<file path="src/rtl/plog_pkg.sv">
`timescale 1ns/1ps
package plog_pkg;
  localparam int CODE_W = 4;

  typedef enum logic [CODE_W-1:0] {
    FC_NONE      = 4'd0,
    FC_DESAT     = 4'd1,
    FC_OVERCUR   = 4'd2,
    FC_UNDERVOLT = 4'd3,
    FC_OVERTEMP  = 4'd4,
    FC_FBINVALID = 4'd5,
    FC_TORQUEOFF = 4'd6,
    FC_RESET     = 4'd7
  } fault_code_e;

  // circular pointer step
  function automatic int unsigned wrap_inc(int unsigned p, int unsigned lim);
    return (p + 1 == lim) ? 0 : p + 1;
  endfunction
endpackage

</file>
<file path="src/rtl/plog_timebase.sv">
`timescale 1ns/1ps
module plog_timebase #(
  parameter int TS_W = 16
) (
  input  logic            clk_i,
  input  logic            rst_ni,
  output logic [TS_W-1:0] ts_o
);
  logic [TS_W-1:0] cnt_q;

  always_ff @(posedge clk_i or negedge rst_ni) begin
    if (!rst_ni) cnt_q <= '0;
    else         cnt_q <= cnt_q + TS_W'(1);
  end
  assign ts_o = cnt_q;

  AST_TS_STEP: assert property (@(posedge clk_i) disable iff (!rst_ni)
    1'b1 |=> (ts_o == TS_W'($past(ts_o) + TS_W'(1))));
endmodule

</file>
<file path="src/rtl/plog_stage.sv">
`timescale 1ns/1ps
module plog_stage #(
  parameter int NSLOT = 5,
  parameter int ENT_W = 64
) (
  input  logic                   clk_i,
  input  logic                   rst_ni,
  input  logic [NSLOT-1:0]       tv_i,
  input  logic [NSLOT*ENT_W-1:0] td_i,
  output logic                   wr_o,
  output logic [ENT_W-1:0]       wr_data_o,
  output logic                   drop_o
);
  logic [NSLOT-1:0] valid_q;
  logic [NSLOT-1:0] grant;
  logic [NSLOT-1:0] drop;
  logic [ENT_W-1:0] data_arr [NSLOT];

  // lowest slot index drains first
  always_comb begin
    logic found;
    found = 1'b0;
    grant = '0;
    for (int j = 0; j < NSLOT; j++) begin
      if (valid_q[j] && !found) begin
        grant[j] = 1'b1;
        found    = 1'b1;
      end
    end
  end

  always_comb begin
    wr_data_o = '0;
    for (int j = 0; j < NSLOT; j++)
      if (grant[j]) wr_data_o = data_arr[j];
  end

  assign wr_o   = |grant;
  assign drop_o = |drop;

  for (genvar j = 0; j < NSLOT; j++) begin : g_slot
    logic             v_q;
    logic [ENT_W-1:0] d_q;
    always_ff @(posedge clk_i or negedge rst_ni) begin
      if (!rst_ni) begin
        v_q <= 1'b0;
        d_q <= '0;
      end else if (tv_i[j] && (!v_q || grant[j])) begin
        v_q <= 1'b1;
        d_q <= td_i[j*ENT_W +: ENT_W];
      end else if (grant[j]) begin
        v_q <= 1'b0;
      end
    end
    assign valid_q[j]  = v_q;
    assign data_arr[j] = d_q;
    assign drop[j]     = tv_i[j] & v_q & ~grant[j];

    AST_SLOT_CAPTURE: assert property (@(posedge clk_i) disable iff (!rst_ni)
      (tv_i[j] && !valid_q[j]) |=> valid_q[j]);
  end
endmodule

</file>
<file path="src/rtl/plog_ring.sv">
`timescale 1ns/1ps
module plog_ring
  import plog_pkg::*;
#(
  parameter int DEPTH = 8,
  parameter int ENT_W = 64,
  localparam int PTR_W = $clog2(DEPTH),
  localparam int CNT_W = $clog2(DEPTH + 1)
) (
  input  logic             clk_i,
  input  logic             rst_ni,
  input  logic             wr_i,
  input  logic [ENT_W-1:0] wr_data_i,
  input  logic             rd_i,
  input  logic             drop_i,
  output logic [ENT_W-1:0] rd_data_o,
  output logic [CNT_W-1:0] count_o,
  output logic             ovf_o
);
  logic [ENT_W-1:0] mem [DEPTH];
  logic [PTR_W-1:0] head_q, tail_q;
  logic [CNT_W-1:0] cnt_q;
  logic             ovf_q;
  logic             full, empty, do_pop, overwrite;

  assign full      = (cnt_q == CNT_W'(DEPTH));
  assign empty     = (cnt_q == '0);
  assign do_pop    = rd_i & ~empty;
  assign overwrite = wr_i & full & ~do_pop;

  always_ff @(posedge clk_i) begin
    if (wr_i) mem[tail_q] <= wr_data_i;
  end

  always_ff @(posedge clk_i or negedge rst_ni) begin
    if (!rst_ni) begin
      head_q <= '0;
      tail_q <= '0;
      cnt_q  <= '0;
      ovf_q  <= 1'b0;
    end else begin
      if (wr_i) tail_q <= PTR_W'(wrap_inc(32'(tail_q), DEPTH));
      if (do_pop || overwrite) head_q <= PTR_W'(wrap_inc(32'(head_q), DEPTH));
      if (wr_i && !do_pop && !full)  cnt_q <= cnt_q + CNT_W'(1);
      else if (do_pop && !wr_i)      cnt_q <= cnt_q - CNT_W'(1);
      if (overwrite || drop_i) ovf_q <= 1'b1;
    end
  end

  assign rd_data_o = empty ? '0 : mem[head_q];
  assign count_o   = cnt_q;
  assign ovf_o     = ovf_q;

  AST_OVF_STICKY: assert property (@(posedge clk_i) disable iff (!rst_ni)
    ovf_q |=> ovf_q);
  AST_FULL_OVF: assert property (@(posedge clk_i) disable iff (!rst_ni)
    (wr_i && full && !rd_i) |=> ovf_q);
  AST_FULL_HOLD: assert property (@(posedge clk_i) disable iff (!rst_ni)
    (wr_i && full) |=> (cnt_q == CNT_W'(DEPTH)));
  AST_EMPTY_READ: assert property (@(posedge clk_i) disable iff (!rst_ni)
    (rd_i && empty && !wr_i) |=> (cnt_q == '0));
endmodule

</file>
<file path="src/rtl/prot_event_logger.sv">
`timescale 1ns/1ps
module prot_event_logger
  import plog_pkg::*;
#(
  parameter int NSRC   = 4,
  parameter int DEPTH  = 8,
  parameter int TS_W   = 16,
  parameter int CUR_W  = 16,
  parameter int VBUS_W = 12,
  parameter int TEMP_W = 10,
  parameter int POS_W  = 16,
  parameter int VAL_W  = 4,
  localparam int CNT_W = $clog2(DEPTH + 1)
) (
  input  logic                   clk_i,
  input  logic                   rst_ni,
  input  logic [NSRC-1:0]        trig_i,
  input  logic [NSRC*CODE_W-1:0] trig_code_i,
  input  logic [2:0]             rcause_i,
  input  logic [CUR_W-1:0]       snap_cur_i,
  input  logic [VBUS_W-1:0]      snap_vbus_i,
  input  logic [TEMP_W-1:0]      snap_temp_i,
  input  logic [POS_W-1:0]       snap_pos_i,
  input  logic [VAL_W-1:0]       snap_valid_i,
  input  logic                   snap_en_i,
  input  logic                   rd_i,
  output logic [CODE_W-1:0]      rd_code_o,
  output logic [NSRC-1:0]        rd_src_o,
  output logic [TS_W-1:0]        rd_ts_o,
  output logic [CUR_W-1:0]       rd_cur_o,
  output logic [VBUS_W-1:0]      rd_vbus_o,
  output logic [TEMP_W-1:0]      rd_temp_o,
  output logic [POS_W-1:0]       rd_pos_o,
  output logic [VAL_W-1:0]       rd_valid_o,
  output logic                   rd_en_o,
  output logic [CNT_W-1:0]       count_o,
  output logic                   overflow_o
);
  // record layout, least significant first
  localparam int O_VAL  = 1;
  localparam int O_POS  = O_VAL + VAL_W;
  localparam int O_TEMP = O_POS + POS_W;
  localparam int O_VBUS = O_TEMP + TEMP_W;
  localparam int O_CUR  = O_VBUS + VBUS_W;
  localparam int SNAP_W = O_CUR + CUR_W;
  localparam int O_TS   = SNAP_W;
  localparam int O_SRC  = O_TS + TS_W;
  localparam int O_CODE = O_SRC + NSRC;
  localparam int ENT_W  = O_CODE + CODE_W;
  localparam int NSLOT  = NSRC + 1;

  logic [TS_W-1:0]        ts;
  logic [SNAP_W-1:0]      snap;
  logic                   boot_done_q;
  logic [NSLOT-1:0]       tv;
  logic [NSLOT*ENT_W-1:0] td;
  logic                   st_wr, st_drop;
  logic [ENT_W-1:0]       st_data, rd_entry;

  plog_timebase #(.TS_W(TS_W)) i_timebase (
    .clk_i(clk_i), .rst_ni(rst_ni), .ts_o(ts)
  );

  assign snap = {snap_cur_i, snap_vbus_i, snap_temp_i, snap_pos_i, snap_valid_i, snap_en_i};

  always_ff @(posedge clk_i or negedge rst_ni) begin
    if (!rst_ni) boot_done_q <= 1'b0;
    else         boot_done_q <= 1'b1;
  end

  // slot 0 carries the reset-cause record, slots 1..NSRC the paths
  assign tv[0] = ~boot_done_q & (|rcause_i);
  assign td[0 +: ENT_W] = {FC_RESET, NSRC'(rcause_i), ts, snap};

  for (genvar i = 0; i < NSRC; i++) begin : g_path
    assign tv[i+1] = trig_i[i];
    assign td[(i+1)*ENT_W +: ENT_W] =
      {trig_code_i[i*CODE_W +: CODE_W], NSRC'(1) << i, ts, snap};
  end

  plog_stage #(.NSLOT(NSLOT), .ENT_W(ENT_W)) i_stage (
    .clk_i(clk_i), .rst_ni(rst_ni), .tv_i(tv), .td_i(td),
    .wr_o(st_wr), .wr_data_o(st_data), .drop_o(st_drop)
  );

  plog_ring #(.DEPTH(DEPTH), .ENT_W(ENT_W)) i_ring (
    .clk_i(clk_i), .rst_ni(rst_ni), .wr_i(st_wr), .wr_data_i(st_data),
    .rd_i(rd_i), .drop_i(st_drop), .rd_data_o(rd_entry),
    .count_o(count_o), .ovf_o(overflow_o)
  );

  assign rd_code_o  = rd_entry[O_CODE +: CODE_W];
  assign rd_src_o   = rd_entry[O_SRC +: NSRC];
  assign rd_ts_o    = rd_entry[O_TS +: TS_W];
  assign rd_cur_o   = rd_entry[O_CUR +: CUR_W];
  assign rd_vbus_o  = rd_entry[O_VBUS +: VBUS_W];
  assign rd_temp_o  = rd_entry[O_TEMP +: TEMP_W];
  assign rd_pos_o   = rd_entry[O_POS +: POS_W];
  assign rd_valid_o = rd_entry[O_VAL +: VAL_W];
  assign rd_en_o    = rd_entry[0];

  AST_EMPTY_CODE: assert property (@(posedge clk_i) disable iff (!rst_ni)
    (count_o == '0) |-> (rd_code_o == FC_NONE));
  AST_DROP_OVF: assert property (@(posedge clk_i) disable iff (!rst_ni)
    st_drop |=> overflow_o);
endmodule

</file>
<file path="config.mk">
export PLATFORM = sky130hd
export DESIGN_NAME = prot_event_logger
export DESIGN_NICKNAME = d
export VERILOG_FILES = /design/src/rtl/plog_pkg.sv /design/src/rtl/plog_timebase.sv /design/src/rtl/plog_stage.sv /design/src/rtl/plog_ring.sv /design/src/rtl/prot_event_logger.sv
export SDC_FILE = /design/constraint.sdc
export NUM_CORES = 1
export LEC_CHECK = 0
export CAP_MARGIN = 20
export CORE_UTILIZATION = 55
export DETAILED_ROUTE_END_ITERATION = 16
export PLACE_DENSITY = 0.78
export SLEW_MARGIN = 20
export SYNTH_ARGS = -nofsm -noshare
export SYNTH_HDL_FRONTEND = slang
export SYNTH_HIERARCHICAL = 1
export SYNTH_SLANG_ARGS = --single-unit
</file>
<file path="constraint.sdc">
create_clock -name clk_i -period 8.7 [get_ports clk_i]
set_input_delay 2.175 -clock clk_i [delete_from_list [all_inputs] [get_ports clk_i]]
set_output_delay 2.175 -clock clk_i [all_outputs]
set_load 0.05 [all_outputs]
</file>
## Word level (Yosys, flattened, before mapping)

Memory sizes are Yosys's and may differ from the RTL's.
Index checks and enable logic that the tools add are counted.

- Register bits after elaboration: 432
- RAM bits: 664
- Input port bits: 85
- Output and inout bits: 88
- Word-level logic and storage cells: 118
- Memories: 1

- $add $sub $neg: 5
- Equal/unequal tests: 3
- Mux-type cells: 30
- Bitwise logic cells: 22
- Reductions and logical operators: 41

Memories:

| memory | words | width | read ports | clocked after memory_dff | wr ports | RTL line | text |
|---|---|---|---|---|---|---|---|
| i_ring.mem | 8 | 83 | 1 | 0 | 1 | plog_ring.sv:20 | `logic [ENT_W-1:0] mem [DEPTH];` |

Operators with widths:

| cell | number |
|---|---|
| 83-bit 2-to-1 mux | 5 |
| 82-bit 2-to-1 mux | 1 |
| 1-bit 2-to-1 mux | 20 |
| 16-bit by 1-bit adder with 16-bit output (second input constant) | 1 |
| 1-bit AND | 14 |
| 4-bit equality test (second input constant) | 3 |
| 1-bit logical AND | 12 |
| 1-bit logical NOT | 12 |
| 2-bit nonzero test | 6 |
| 5-bit OR reduction | 2 |
| 3-bit by 1-bit adder with 4-bit output (second input constant) | 2 |
| 4-bit 2-to-1 mux | 2 |
| 1-bit inverter | 8 |
| 1-bit logical OR | 7 |
| 3-bit 2-to-1 mux | 2 |
| 4-bit by 1-bit adder with 4-bit output (second input constant) | 1 |
| 4-bit logical NOT | 1 |
| 4-bit by 1-bit subtractor with 4-bit output (second input constant) | 1 |
| 3-bit OR reduction | 1 |

## Depth between registers and ports, before layout

Gate-level depths: netlist of the first run.

- Word-level depth: 18
- Depth in mapped cells: 11
- Gate-level depth less buffers: 8

## Cells and area by module

Netlist of the first run, hierarchy kept.

Modules (own cells, without submodules):

| module | instances | cells an instance | area each (um2) |
|---|---|---|---|
| plog_ring | 1 | 1120 | 25923.6 |
| plog_stage | 1 | 1419 | 19491.2 |
| plog_timebase | 1 | 57 | 701.9 |
| prot_event_logger | 1 | 5 | 41.3 |

## Worst setup path after synthesis of the first run

No wires, ideal clock.

- Path type: register to register
- Start point: reg i_stage.g_slot[2].v_q
- End point: mem i_ring/mem[0][0] in the netlist's numbering (enable)
- Arrival time: 6.860 ns
- Required time: 8.074 ns
- Setup slack: 1.214 ns
- Cell stages (with the launch flop): 8
- Clock period less this slack: 7.486 ns
- Path through: dfrtp_1 buf_2 nor4_4 clkbuf_1 nand2_1 buf_2 nand2b_1 nor3_1

- Cells in the longest elaborated chain, start to end: 11
- Elaborated cells between the ends (all ways): 13

Ends and longest elaborated chain:

| what | RTL line | text |
|---|---|---|
| start: declaration | plog_stage.sv:42 | `logic v_q;` |
| start signal: assignment | plog_stage.sv:46 | `v_q <= 1'b0;` |
| start signal: assignment | plog_stage.sv:49 | `v_q <= 1'b1;` |
| start signal: assignment | plog_stage.sv:52 | `v_q <= 1'b0;` |
| 1-bit logical AND * | plog_stage.sv:25 | `if (valid_q[j] && !found) begin` |
| 1-bit 2-to-1 mux | plog_stage.sv:25 |  |
| 1-bit logical NOT | plog_stage.sv:25 |  |
| 1-bit logical AND | plog_stage.sv:25 |  |
| 1-bit 2-to-1 mux | plog_stage.sv:25 |  |
| 1-bit logical NOT | plog_stage.sv:25 |  |
| 1-bit logical AND | plog_stage.sv:25 |  |
| 1-bit 2-to-1 mux | plog_stage.sv:25 |  |
| 5-bit OR reduction * | plog_stage.sv:38 | `assign wr_o = \|grant;` |
| net st_wr | prot_event_logger.sv:57 | `logic st_wr, st_drop;` |
| 1-bit 2-to-1 mux * | plog_ring.sv:32 | `if (wr_i) mem[tail_q] <= wr_data_i;` |
| 1-bit 2-to-1 mux (not written as such) * | plog_ring.sv:32 |  |
| end: declaration | plog_ring.sv:20 |  |

Mark *: on every way through the listed nets, which the timed path passes. The rest lies on a longest branch.

## Worst setup path after layout of the first run

- Start point: reg i_ring.head_q[0]
- End point: out rd_cur_o[0]

- Cells in the longest elaborated chain, start to end: 2

Ends and longest elaborated chain:

| what | RTL line | text |
|---|---|---|
| start: declaration | plog_ring.sv:21 | `logic [PTR_W-1:0] head_q, tail_q;` |
| start signal: assignment | plog_ring.sv:43 | `if (do_pop \|\| overwrite) head_q <= PTR_W'(wrap_inc(32'(head_q), DEPTH));` |
| memory 8 x 83 bit | -- |  |
| 83-bit 2-to-1 mux | plog_ring.sv:50 | `assign rd_data_o = empty ? '0 : mem[head_q];` |
| end: declaration | prot_event_logger.sv:30 | `output logic [CUR_W-1:0] rd_cur_o,` |

Every way passes these cells.

==> results of run 1 <==
[registers in the layout, summed over array words and instances, names as in the netlist]
signal,flops
i_ring/ovf_o,1
i_timebase/ts_o,16
i_ring/count_o,4
boot_done_q,1
i_ring/head_q,3
i_ring/tail_q,3
i_stage/g_slot.d_q,415
i_stage/g_slot.v_q,5
i_ring/mem,664
[final timing paths]
kind                            cells after the start                        end  slack [ns]                       from
worst max-delay path                                5                rd_cur_o[0]        2.50           i_ring/head_q[0]
worst min-delay path                                1  i_stage/g_slot[4].d_q[71]        0.49  i_stage/g_slot[4].d_q[71]
worst max register to register                      6  i_stage/g_slot[4].d_q[26]        4.30      i_stage/g_slot[0].v_q
worst min register to register                      1  i_stage/g_slot[4].d_q[71]        0.49  i_stage/g_slot[4].d_q[71]
max in group asynchronous                           2  i_stage/g_slot[4].d_q[24]        5.62                     rst_ni
min in group asynchronous                           1  i_stage/g_slot[3].d_q[46]        1.52                     rst_ni
[cell usage after synthesis (6+ instances only)]
cell        n  area share
a211oi_1   79       0.013
a32oi_1    78       0.015
buf_1      11     0.00089
buf_2      90      0.0098
buf_6      25      0.0061
clkbuf_1   63      0.0051
dfrtp_1   448        0.24
edfxtp_1  664        0.43
inv_1      13      0.0011
mux2_1     72       0.018
mux2_2    419        0.10
mux2i_1   164       0.036
mux4_2    166       0.081
nand2_1    21      0.0017
nand3_1     6     0.00065
nor2_1     97      0.0079
nor3_1      7     0.00076
o21ai_0    84      0.0091
xnor2_1     7      0.0013
xor2_1     14      0.0027
[layer usage]
metal	track usage	wire, um	share of wire
met1	0.358	44300	0.40
met5	0	30	0.00027
met2	0.435	54600	0.49
met4	0.0836	2910	0.026
met3	0.0416	8540	0.077
[per-stage QoR]
stage / setup WS, ns / power [uW] / utilization / cell area (sq um)
3_3_place_gp: 3.01 / 11400 / 0.592 / 48900
3_5_place_dp: 3.11 / 11500 / 0.592 / 48900
6_report: 2.50 / 16100 / 0.636 / 52500
4_1_cts: 2.38 / 16200 / 0.636 / 52400
2_1_floorplan: 1.21 / 10000 / - / 46200
5_1_grt: 2.27 / 16600 / 0.636 / 52500
[worst max-delay path, cell delays in order, from the launching register on]
cell and delay [ns]:
dfrtp_4 0.88, buf_12 0.57, mux4_2 0.58, mux2i_1 0.41, nor2_1 0.10, clkdlybuf4s50_1 0.72
[kinds of logic (layout without fill, tap and decap cells)]
kind of cell	count (synthesis)	in the layout	synth area share
DFF	1112	1112	0.675
muxes	822	822	0.237
AOI/OAI and AO/OA	277	277	0.0433
buffers and inverters	205	438	0.0233
and+or+nand+nor	156	156	0.0159
xor gates and xnor gates	21	21	0.00398
adders and majority gates	6	6	0.00179
other	2	26	0.000163
[where the power goes]
part | leakage (uW) | total (uW) | internal, uW | switching (uW)
registers | 0.0117 | 6540 | 6160 | 375
clock network | 0.00176 | 4670 | 2750 | 1920
logic | 0.00625 | 4840 | 1980 | 2860
total | 0.0197 | 16100 | 10900 | 5160
[final cells by class]
type / instances / area [sq um] / area share
Antenna cell: 4 / 10.0 / 0.000191
Timing Repair Buffer: 224 / 2200 / 0.0418
Multi-Input combinational cell: 1304 / 14100 / 0.269
Clock inverter: 59 / 618 / 0.0118
Inverter: 14 / 57.6 / 0.00110
Clock buffer: 141 / 2960 / 0.0564
Sequential cell: 1112 / 31200 / 0.594
Tap cell: 1070 / 1340 / 0.0255
==> run summary, run 1 <==
startpoint types - flip-flop
Layout Cells excl Fill - 3928
die area - 85100 sq um
vias in the first global route - 26.7k
status - finished, final reports clean
# IOs - 173
crit-path max FO - 79
Iteration-0 DRC Markers - 2526
input/output buffers - 172
later-pin clock latency in the skew report - 0.66 ns
syn avg cell area - 17.7 sq um
most frequent cells in the layout - 664 x edfxtp_1, 442 x dfrtp_1, 419 x mux2_2
drt pass-1 iters - 8
hold crit path type - flip-flop to flip-flop
IR drop worst, VDD - 0.000256 V
initial antenna violation count - 5
fin. max-slew vios - 0
fin crit period - 6.20 ns
Peak Freq - 161 MHz
final number of setup-violating endpoints - 0
row count - 105
area of the mapped netlist - 46200 sq um
NumNets Final - 2855
Max Cap Viol - 0
CTS Hold Bufs - 0
count of warnings emitted by yosys - 6
number of flops mapped to enable cells by yosys - 664
Required @ worst endpoint - 6.53 ns
unrepaired setup endpoints after global routing - false
measured slew at the worst slew-check pin - 1.12 ns
Final HPWL DP - 60.9 mm
total gr overflow - 0
floorplan core area - 82500 sq um
ys async rst share - 0.403
Vias/cell - 6.42
CTS tree - built
Setup CP Type - flip-flop to output pin
Layout Area Growth over Synthesis - 13.7%
die height - 292 um
Final Cycle Share - 0.712
Crit path arrival time - 4.02 ns
crit path capture type - output pin
starting density of the core - 0.559
Max Root-Sink Buffers - 3
ys flop type - edfxtp_1
most common cell after layout, fill and taps aside - edfxtp_1
GRT Overall Usage - 0.262
Root Buffer Master - clkbuf_16
PwrDens - 306 nW/um^2
Post-Syn Instances - 2601
# clock sinks - 1112
Routed WL - 110 mm
Clock Skews - 0.0277 ns
Vias - 25.2k
cts repair resizes - 0
Cell Count Post-Placement - 3723
post-synthesis sequential area ratio - 0.675
share of layout cells above drive strength 1 - 0.295
final hold viol count - 0
Yosys cell types - 57
Die X - 292 um
fillcell total - 5590
postcts setup bufs - 0
GP Congestion - 0.773
CTS Buf Count - 108
routed length per instance - 28.1 um
#FFs+latches synth - 1112
H-tree Lvls - 3
Rel. slew slack - 0.256
ANT nets after route - 0
first-pass GRT wire length - 167 mm
largest net degree at the start of global routing - 151
Remaining DRCs - 0
Hold Slack - 0.489 ns
CTS clk-pin slew, worst paths - 0.06 ns
Fin Setup TNS - 0 ns
static leakage power - 0.0197 uW
Power figures use the tool's default switching activity.
==> inputs of run 2 (changes only) <==
PLACE_DENSITY = 0.81   (was 0.78)
clock period = 5.4 ns   (was 8.7 ns; I/O delays follow)
==> run summary, run 2 (same netlist as run 1, synthesis figures left out) <==
CTS Hold Bufs - 0
fin. max-slew vios - 0
status - finished, final reports clean
unrepaired setup endpoints after global routing - false
cts repair resizes - 0
CTS clk-pin slew, worst paths - 0.06 ns
Clock Skews - 0.0251 ns
# IOs - 173
crit-path max FO - 24
Vias - 25.1k
most used cell, CP - buf_4
design area - 52800 sq um
routed length per instance - 27.6 um
starting density of the core - 0.559
final number of setup-violating endpoints - 0
# clock sinks - 1112
measured slew at the worst slew-check pin - 1.16 ns
drt pass-1 iters - 5
later-pin clock latency in the skew report - 0.67 ns
H-tree Lvls - 3
final core area utilization - 0.640
Remaining DRCs - 0
Root Buffer Master - clkbuf_16
hold crit path type - flip-flop to flip-flop
Rel. slew slack - 0.222
Routed WL - 109 mm
Largest stage delay, worst path - 0.79 ns
Final HPWL DP - 61.3 mm
vias in the first global route - 26.7k
Setup CP Type - flip-flop to output pin
total gr overflow - 0
share of layout cells above drive strength 1 - 0.295
Peak Freq - 200 MHz
Final Cycle Share - 0.927
number of flip-flops in the largest register - 664
GRT Overall Usage - 0.260
static leakage power - 0.0198 uW
postcts setup bufs - 0
Die X - 292 um
most common cell after layout, fill and taps aside - edfxtp_1
Crit path arrival time - 3.66 ns
most frequent cells in the layout - 664 x edfxtp_1, 442 x dfrtp_1, 419 x mux2_2
worst path buffer plus inverter count - 3
startpoint types - flip-flop
input/output buffers - 172
Hold Slack - 0.489 ns
floorplan core area - 82500 sq um
IR drop worst, VDD - 0.000560 V
NumNets Final - 2867
GP Congestion - 0.768
Worst path top cell family by delay - buffers and inverters
Reg with most FFs - i_ring/mem
die height - 292 um
ANT nets after route - 0
largest net degree at the start of global routing - 130
critical path's slowest cell - dfrtp_4
CTS Buf Count - 109
CTS tree - built
Hold Crit Depth - 1
Layout Area Growth over Synthesis - 14.4%
Max Cap Viol - 0
die area - 85100 sq um
final hold viol count - 0
initial antenna violation count - 14
Vias/cell - 6.36
cell-by-cell trace of the critical path - buf_4, buf_4, mux4_2, mux2i_1, nor2_1, clkdlybuf4s50_1
PwrDens - 491 nW/um^2
FF-to-FF path depth - 5
Required @ worst endpoint - 4.05 ns
first-pass GRT wire length - 166 mm
fin crit period - 5.01 ns
placed instance area - 49100 sq um
crit path capture type - output pin
Max Root-Sink Buffers - 3
Fin Setup TNS - 0 ns
row count - 105
Iteration-0 DRC Markers - 2076
Levels on crit path - 6
[run 2: changes by cell type in the layout (fill, tap and decap cells not counted), sizes merged]
cell | before | now
buf | 53 | 64
clkbuf | 141 | 138
clkinv | 39 | 51
clkinvlp | 6 | 3
diode | 4 | 13
bufinv | 12 | 10
inv | 16 | 17
[run 2: final timing paths]
kind | from | to | slack (ns)
worst min register to register | i_stage/g_slot[4].d_q[49] | i_stage/g_slot[4].d_q[49] | 0.49
worst max-delay path | i_ring/head_q[0] | rd_cur_o[4] | 0.39
worst max register to register | i_stage/g_slot[4].v_q | i_ring/mem[3][45] | 1.68
max in group asynchronous | rst_ni | i_stage/g_slot[2].d_q[4] | 3.42
min in group asynchronous | rst_ni | i_stage/g_slot[4].d_q[52] | 0.55
worst min-delay path | i_stage/g_slot[4].d_q[49] | i_stage/g_slot[4].d_q[49] | 0.49
[run 2: layer usage]
| layer | vias up | GRT usage | wire, um |
|---|---|---|---|
| li1 | 10585 | - | - |
| met1 | 13301 | 0.348 | 43600 |
| met2 | 1008 | 0.436 | 54900 |
| met3 | 222 | 0.0409 | 7350 |
| met4 | 6 | 0.0924 | 3250 |
| met5 | - | 0 | 43 |
[run 2: layout make-up]
class	count	area, sq um
Sequential cell	1112	31200
Fill cell	5496	29700
Multi-Input combinational cell	1304	14100
Clock buffer	138	3000
Timing Repair Buffer	235	2460
Tap cell	1070	1340
Clock inverter	67	596
Inverter	14	57.6
Antenna cell	13	32.5
[run 2: metrics by stage]
| step | setup WS, ns | std cells | total power, uW |
|---|---|---|---|
| finish | 0.392 | 3953 | 25900 |
| global route | 0.207 | 3945 | 26900 |
| CTS | 0.308 | 3939 | 26100 |
| detailed placement | 1.08 | 3734 | 18600 |
| global placement | 1.11 | 3734 | 18400 |
| floorplan | 0.141 | 2621 | 16200 |
[run 2: where the power goes]
group | leakage (uW) | switching [uW] | internal [uW] | total [uW]
sequential | 0.0117 | 594 | 9930 | 10500
clock | 0.00177 | 3150 | 4390 | 7540
combinational | 0.00636 | 4600 | 3280 | 7880
total | 0.0198 | 8340 | 17600 | 25900
